### src/rtl/pint_pkg.sv
package pint_pkg;
  localparam int DATA_W = 32;

  localparam int OFS_MODE  = 'h000;
  localparam int OFS_RSET  = 'h008;
  localparam int OFS_RCLR  = 'h00C;
  localparam int OFS_FSET  = 'h014;
  localparam int OFS_FCLR  = 'h018;
  localparam int OFS_STAT  = 'h024;

  typedef enum logic [2:0] {
    SEL_NONE,
    SEL_MODE,
    SEL_RSET,
    SEL_RCLR,
    SEL_FSET,
    SEL_FCLR,
    SEL_STAT
  } reg_sel_e;
endpackage

### src/rtl/pint_sync.sv
module pint_sync #(
  parameter int W      = 32,
  parameter int STAGES = 2
) (
  input  logic         clk,
  input  logic         rst,
  input  logic [W-1:0] din,
  output logic [W-1:0] dout
);
  logic [W-1:0] stage_q [STAGES];

  always_ff @(posedge clk) begin
    if (rst) begin
      for (int i = 0; i < STAGES; i++) stage_q[i] <= '0;
    end else begin
      stage_q[0] <= din;
      for (int i = 1; i < STAGES; i++) stage_q[i] <= stage_q[i-1];
    end
  end

  assign dout = stage_q[STAGES-1];
endmodule

### src/rtl/pint_channel.sv
module pint_channel (
  input  logic clk,
  input  logic rst,
  input  logic pin_s,
  input  logic mode,
  input  logic en_r,
  input  logic en_f,
  input  logic clr,
  output logic stat_o,
  output logic irq_o
);
  logic prev_q;
  logic pend_r_q, pend_f_q;
  logic lvl_q;
  logic irq_q;
  logic rise, fall;
  logic pend_r_n, pend_f_n;
  logic lvl_n;

  assign rise = pin_s & ~prev_q;
  assign fall = ~pin_s & prev_q;

  always_comb begin
    pend_r_n = rise | (pend_r_q & ~clr);
    pend_f_n = fall | (pend_f_q & ~clr);
    lvl_n    = en_r & (pin_s == en_f);
  end

  always_ff @(posedge clk) begin
    if (rst) begin
      prev_q   <= 1'b0;
      pend_r_q <= 1'b0;
      pend_f_q <= 1'b0;
      lvl_q    <= 1'b0;
      irq_q    <= 1'b0;
    end else begin
      prev_q <= pin_s;
      if (mode) begin
        pend_r_q <= 1'b0;
        pend_f_q <= 1'b0;
        lvl_q    <= lvl_n;
        irq_q    <= lvl_n;
      end else begin
        pend_r_q <= pend_r_n;
        pend_f_q <= pend_f_n;
        lvl_q    <= 1'b0;
        irq_q    <= (pend_r_n & en_r) | (pend_f_n & en_f);
      end
    end
  end

  assign stat_o = mode ? lvl_q : (pend_r_q | pend_f_q);
  assign irq_o  = irq_q;

  assert_level_no_latch_R9: assert property (@(posedge clk) disable iff (rst)
    mode |=> (!pend_r_q && !pend_f_q));

  assert_edge_latch_R6: assert property (@(posedge clk) disable iff (rst)
    (!mode && rise) |=> pend_r_q);

  assert_fall_latch_R6: assert property (@(posedge clk) disable iff (rst)
    (!mode && fall) |=> pend_f_q);

  assert_status_clear_R8: assert property (@(posedge clk) disable iff (rst)
    (!mode && clr && !rise && !fall) |=> (!pend_r_q && !pend_f_q));

  assert_irq_gated_R6: assert property (@(posedge clk) disable iff (rst)
    irq_q |-> $past(en_r | en_f));
endmodule

### src/rtl/pint_regs.sv
module pint_regs
  import pint_pkg::*;
#(
  parameter int NUM_CH = 32,
  parameter int ADDR_W = 8
) (
  input  logic              clk,
  input  logic              rst,
  input  logic              wen,
  input  logic              ren,
  input  logic [ADDR_W-1:0] addr,
  input  logic [DATA_W-1:0] wdata,
  output logic [DATA_W-1:0] rdata,
  input  logic [NUM_CH-1:0] stat_i,
  output logic [NUM_CH-1:0] mode_o,
  output logic [NUM_CH-1:0] en_r_o,
  output logic [NUM_CH-1:0] en_f_o,
  output logic [NUM_CH-1:0] stat_clr_o
);
  reg_sel_e          sel;
  logic [NUM_CH-1:0] wd;
  logic [NUM_CH-1:0] mode_q, en_r_q, en_f_q;
  logic [DATA_W-1:0] rdata_q;

  assign wd = wdata[NUM_CH-1:0];

  always_comb begin
    sel = SEL_NONE;
    if      (addr == ADDR_W'(OFS_MODE)) sel = SEL_MODE;
    else if (addr == ADDR_W'(OFS_RSET)) sel = SEL_RSET;
    else if (addr == ADDR_W'(OFS_RCLR)) sel = SEL_RCLR;
    else if (addr == ADDR_W'(OFS_FSET)) sel = SEL_FSET;
    else if (addr == ADDR_W'(OFS_FCLR)) sel = SEL_FCLR;
    else if (addr == ADDR_W'(OFS_STAT)) sel = SEL_STAT;
  end

  always_ff @(posedge clk) begin
    if (rst) begin
      mode_q <= '0;
      en_r_q <= '0;
      en_f_q <= '0;
    end else if (wen) begin
      case (sel)
        SEL_MODE: mode_q <= wd;
        SEL_RSET: en_r_q <= en_r_q | wd;
        SEL_RCLR: en_r_q <= en_r_q & ~wd;
        SEL_FSET: en_f_q <= en_f_q | wd;
        SEL_FCLR: en_f_q <= en_f_q & ~wd;
        default: ;
      endcase
    end
  end

  always_ff @(posedge clk) begin
    if (rst) begin
      rdata_q <= '0;
    end else if (ren) begin
      case (sel)
        SEL_MODE:           rdata_q <= DATA_W'(mode_q);
        SEL_RSET, SEL_RCLR: rdata_q <= DATA_W'(en_r_q);
        SEL_FSET, SEL_FCLR: rdata_q <= DATA_W'(en_f_q);
        SEL_STAT:           rdata_q <= DATA_W'(stat_i);
        default:            rdata_q <= '0;
      endcase
    end
  end

  assign stat_clr_o = (wen && sel == SEL_STAT) ? wd : '0;
  assign mode_o     = mode_q;
  assign en_r_o     = en_r_q;
  assign en_f_o     = en_f_q;
  assign rdata      = rdata_q;

  assert_reset_state_R1: assert property (@(posedge clk) disable iff (rst)
    $past(rst) |-> (mode_q == '0 && en_r_q == '0 && en_f_q == '0));

  assert_rset_R3: assert property (@(posedge clk) disable iff (rst)
    (wen && sel == SEL_RSET) |=> ((en_r_q & $past(wd)) == $past(wd)));

  assert_rclr_R3: assert property (@(posedge clk) disable iff (rst)
    (wen && sel == SEL_RCLR) |=> ((en_r_q & $past(wd)) == '0));

  assert_rhold_R3: assert property (@(posedge clk) disable iff (rst)
    !(wen && (sel == SEL_RSET || sel == SEL_RCLR)) |=> $stable(en_r_q));

  assert_fset_R4: assert property (@(posedge clk) disable iff (rst)
    (wen && sel == SEL_FSET) |=> ((en_f_q & $past(wd)) == $past(wd)));

  assert_fclr_R4: assert property (@(posedge clk) disable iff (rst)
    (wen && sel == SEL_FCLR) |=> ((en_f_q & $past(wd)) == '0));

  assert_fhold_R4: assert property (@(posedge clk) disable iff (rst)
    !(wen && (sel == SEL_FSET || sel == SEL_FCLR)) |=> $stable(en_f_q));
endmodule

### src/rtl/pin_irq_ctrl.sv
module pin_irq_ctrl
  import pint_pkg::*;
#(
  parameter int NUM_CH      = 32,
  parameter int ADDR_W      = 8,
  parameter int SYNC_STAGES = 2
) (
  input  logic              clk,
  input  logic              rst,
  input  logic [NUM_CH-1:0] pin_i,
  input  logic              bus_wen,
  input  logic              bus_ren,
  input  logic [ADDR_W-1:0] bus_addr,
  input  logic [31:0]       bus_wdata,
  output logic [31:0]       bus_rdata,
  output logic [NUM_CH-1:0] irq_o
);
  logic [NUM_CH-1:0] pin_s;
  logic [NUM_CH-1:0] mode, en_r, en_f, stat_clr, stat;
  logic [NUM_CH-1:0] irq;

  pint_sync #(.W(NUM_CH), .STAGES(SYNC_STAGES)) u_sync (
    .clk (clk),
    .rst (rst),
    .din (pin_i),
    .dout(pin_s)
  );

  pint_regs #(.NUM_CH(NUM_CH), .ADDR_W(ADDR_W)) u_regs (
    .clk       (clk),
    .rst       (rst),
    .wen       (bus_wen),
    .ren       (bus_ren),
    .addr      (bus_addr),
    .wdata     (bus_wdata),
    .rdata     (bus_rdata),
    .stat_i    (stat),
    .mode_o    (mode),
    .en_r_o    (en_r),
    .en_f_o    (en_f),
    .stat_clr_o(stat_clr)
  );

  for (genvar c = 0; c < NUM_CH; c++) begin : g_ch
    pint_channel u_ch (
      .clk   (clk),
      .rst   (rst),
      .pin_s (pin_s[c]),
      .mode  (mode[c]),
      .en_r  (en_r[c]),
      .en_f  (en_f[c]),
      .clr   (stat_clr[c]),
      .stat_o(stat[c]),
      .irq_o (irq[c])
    );
  end

  assign irq_o = irq;

  assert_quiet_R10: assert property (@(posedge clk) disable iff (rst)
    ($past(en_r) == '0 && $past(en_f) == '0) |-> (irq_o == '0));
endmodule

### config.mk
export PLATFORM = sky130hd
export DESIGN_NAME = pin_irq_ctrl
export DESIGN_NICKNAME = d
export VERILOG_FILES = /design/src/rtl/pint_pkg.sv /design/src/rtl/pint_sync.sv /design/src/rtl/pint_channel.sv /design/src/rtl/pint_regs.sv /design/src/rtl/pin_irq_ctrl.sv
export SDC_FILE = /design/constraint.sdc
export NUM_CORES = 1
export LEC_CHECK = 0
export BUFFER_PORTS_ARGS = -buffer_cell sky130_fd_sc_hd__buf_2
export CAP_MARGIN = 20
export CORE_UTILIZATION = 55
export DETAILED_ROUTE_END_ITERATION = 8
export GPL_ROUTABILITY_DRIVEN = 0
export HOLD_SLACK_MARGIN = 0.02
export PLACE_DENSITY = 0.75
export SYNTH_ARGS = -nofsm -noshare
export SYNTH_HDL_FRONTEND = slang
export SYNTH_SLANG_ARGS = --single-unit
### constraint.sdc
create_clock -name clk -period 1.9 [get_ports clk]
set_input_delay 0.19 -clock clk [delete_from_list [all_inputs] [get_ports clk]]
set_output_delay 0.19 -clock clk [all_outputs]
set_load 0.01 [all_outputs]
==> impl_results.md <==
- Worst hold margin: 0.0609 ns
- First-pass GRT wire length: 64,300 microns
- Routed vias: 13,113
- # hold bufs at CTS: 64
- Detail Placement HPWL: 25,200 microns
- Failing checks: DRC
- Area growth syn-to-layout: 21.3%
- Post-route ant nets: 0
- I/O Buffers: 139
- Seq/Total Area, Yosys: 47.4%
- WL per Instance: 18.2 microns
- Maximum VDD drop: 716 uV
- Mapped Cells: 1,685
- Hold crit path type: input port to flop
- Compound-gate portion of the synthesized area: 22.1%
- CP required: 2.32 ns
- RSZ-0062 raised after global routing: no
- Pre-CTS setup slack: -0.207 ns
- Core box area: 26,300 sq um
- Die Height: 166 microns
- Initial antenna violation count: 2
- Number of instances on the worst hold path: 2
- Fin util: 68.6%
- Worst R2R Path Depth: 4
- Synth async-reset ratio: 0%
- Power, Total: 16.3 mW
- Post_cts resized: 0
- Pre-antenna DRT Iters: 7
- Cell Pwr Density: 904 nW/um^2
- Synth unique cells: 47
- Cell chain of the critical path: buf_2 -> or4_4 -> buf_4 -> nor4b_4 -> buf_4 -> buf_12 -> a22oi_2 -> a311oi_1
- Reg2Reg Setup Slack: 0.44 ns
- Clock sink count: 352
- Overflow left after global routing: 0
- Final Max Tran Viols: 0
- Crit path top cell by count: buf_4
- Crit path from: bus_addr[1]
- Number of synthesis warnings: 0
- Hold Startpoint: rst
- Final setup vio count: 0
- Worst-Margin Slew: 0.461 ns
- Status: complete, but fails checks
- Syn_nets: 1,761
- Worst-Skew Late Latency: 0.53 ns
- Post-synthesis register bit count: 352
- CP Data Arrival Time: 2.02 ns
- Initial Util: 56.5%
- CTS tree: yes
- Top_reg_cell synth: dfxtp_1
- Avg Synthesized Cell Area: 8.82 sq um
- Synth Area in XOR/XNOR: 1.95%
- Most common cell in the netlist: dfxtp_1
- Reg-to-reg startpoint: u_regs.mode_o[17]
- CP Buf/Inv Count: 4
- Crit share post-route: 84.2%
- DRC violations left: 7
- First DRT Iteration DRCs: 1,076
- Final worst slack: 0.300 ns
- Setup_tns: 0 ns
- CP max-delay cell: or4_4
- Synth area leaders: dfxtp_1, nor2b_1, nor2_1
- CTS Buffer Depth: 3
- WHS Endpoint: u_sync.stage_q[0][22]
- Relative slew slack: 69.1%
- Synth Area in Simple Gates: 20.5%
- CP startpoint kind: input port
- Crit path capture type: flop
- Hold Fails Final Rpt: 0
- Tot GR Track Use: 28.5%
- Largest net degree at the start of global routing: 65
- Post-synthesis instance area: 14,900 sq um
- Htree depth: 2
- # rows: 59
- Worst r2r dst: u_regs.rdata[17]
- DP Area: 16,100 sq um
- Clock Skews: 0.0154 ns
- Final instance area: 18,000 sq um
- Top-area cell type share of the netlist area: 47.4%
- Reg clk slew, reported paths: 0.06 ns
- Synth top cells by count: dfxtp_1, nor2_1, nor2b_1, nand2_1
- Root buffer cell: clkbuf_16
- Vias in the first global route: 12,704
- Vias per cell: 5.96
- Yosys top cell by area: dfxtp_1
- Num CTS Buffers: 37
- Post-CTS Setup Bufs: 0
- Fmax: 625 MHz
- P_leak: 6.88 nW
- CP Max Fanout: 19
- DIE WIDTH: 166 microns
- Final Non-Filler Cells: 2,200
- Fraction of layout cells with a size suffix above 1: 15.4%
- WL final: 40,000 microns
- Nets: 1,918
- Post-synthesis mux area share: 2.09%
- Full die area: 27,700 sq um
- Main combinational cell family by area after synthesis: compound AO/OA/AOI/OAI gates
- Max-cap violations: 0
- Post-synth EDFFs: 0
- Placed Cells: 2,074
- Final Critical Period: 1.60 ns
- Post-Synth Adder-Cell Area: 0%
- Slowest Stage Delay on Critical Path: 0.55 ns
- Crit Path Class: input port to flop
- IO Count: 140
- CP delay by family, top: simple AND/OR/NAND/NOR gates
==> routing by layer <==
metal / GRT usage [%] / up-vias / share of wire (%)
met3: 4.84 / 116 / 7.5
met2: 48.3 / 559 / 47
met1: 35.7 / 6177 / 42
li1: - / 6259 / -
met4: 12.8 / 2 / 3.8
met5: 0 / - / 0.020
==> cell usage in the layout, fill, tap and decap left out, types with 3 or more instances in the layout <==
master         count
a22o_1             7
nand3_1           14
buf_12            28
inv_1             15
a22oi_1           31
dfxtp_1          352
nor2b_1          159
a211oi_1          32
clkbuf_8          11
a31oi_1           71
dlygate4sd3_1     64
a21boi_0          42
buf_2            137
nor2_1           170
xor2_1            32
bufinv_16          4
o21bai_1           7
nand2_1          144
clkbuf_1           3
a311oi_1          57
nand3b_1          30
nand2b_1          30
a21oi_1           96
a221o_1           30
nor3_1            27
clkinv_2           3
a2111oi_0         13
clkbuf_16         39
and2_1            15
buf_4             45
o21ai_0           96
mux2i_1           31
==> cells by family after synthesis <==
| kind of cell | after synthesis |
|---|---|
| buffers and inverters | 172 |
| and+or+nand+nor | 608 |
| xor gates and xnor gates | 33 |
| DFF | 352 |
| muxes | 31 |
| AOI/OAI and AO/OA | 489 |
==> cell type report <==
type                       count  area, sq um
antenna                        1         2.50
clock buffer                  53         1140
clock inverter                 8          144
fill                        2040         8260
inverter                      15         56.3
multi-input combinational   1161         6970
sequential                   352         7050
tap                          335          419
timing repair buffer         275         2240
==> power by group <==
part / leakage, nW / total, mW / internal [mW] / switching, mW
Sequential: 2.86 / 7.68 / 7.56 / 0.116
Clock: 0.636 / 7.57 / 4.68 / 2.89
Combinational: 3.38 / 1.05 / 0.456 / 0.589
Total: 6.88 / 16.3 / 12.7 / 3.59
==> worst max path at each step <==
| stage | to | slack [ns] | cells past startpoint |
|---|---|---|---|
| floorplan | flop | 0.13 | 6 |
| global placement | flop | -0.18 | 6 |
| detailed placement | flop | -0.21 | 6 |
| CTS | flop | 0.32 | 6 |
| global route | flop | 0.25 | 6 |
| finish | u_regs.rdata[26] | 0.30 | 8 |
No activity file was read; power rests on OpenSTA's default activity.
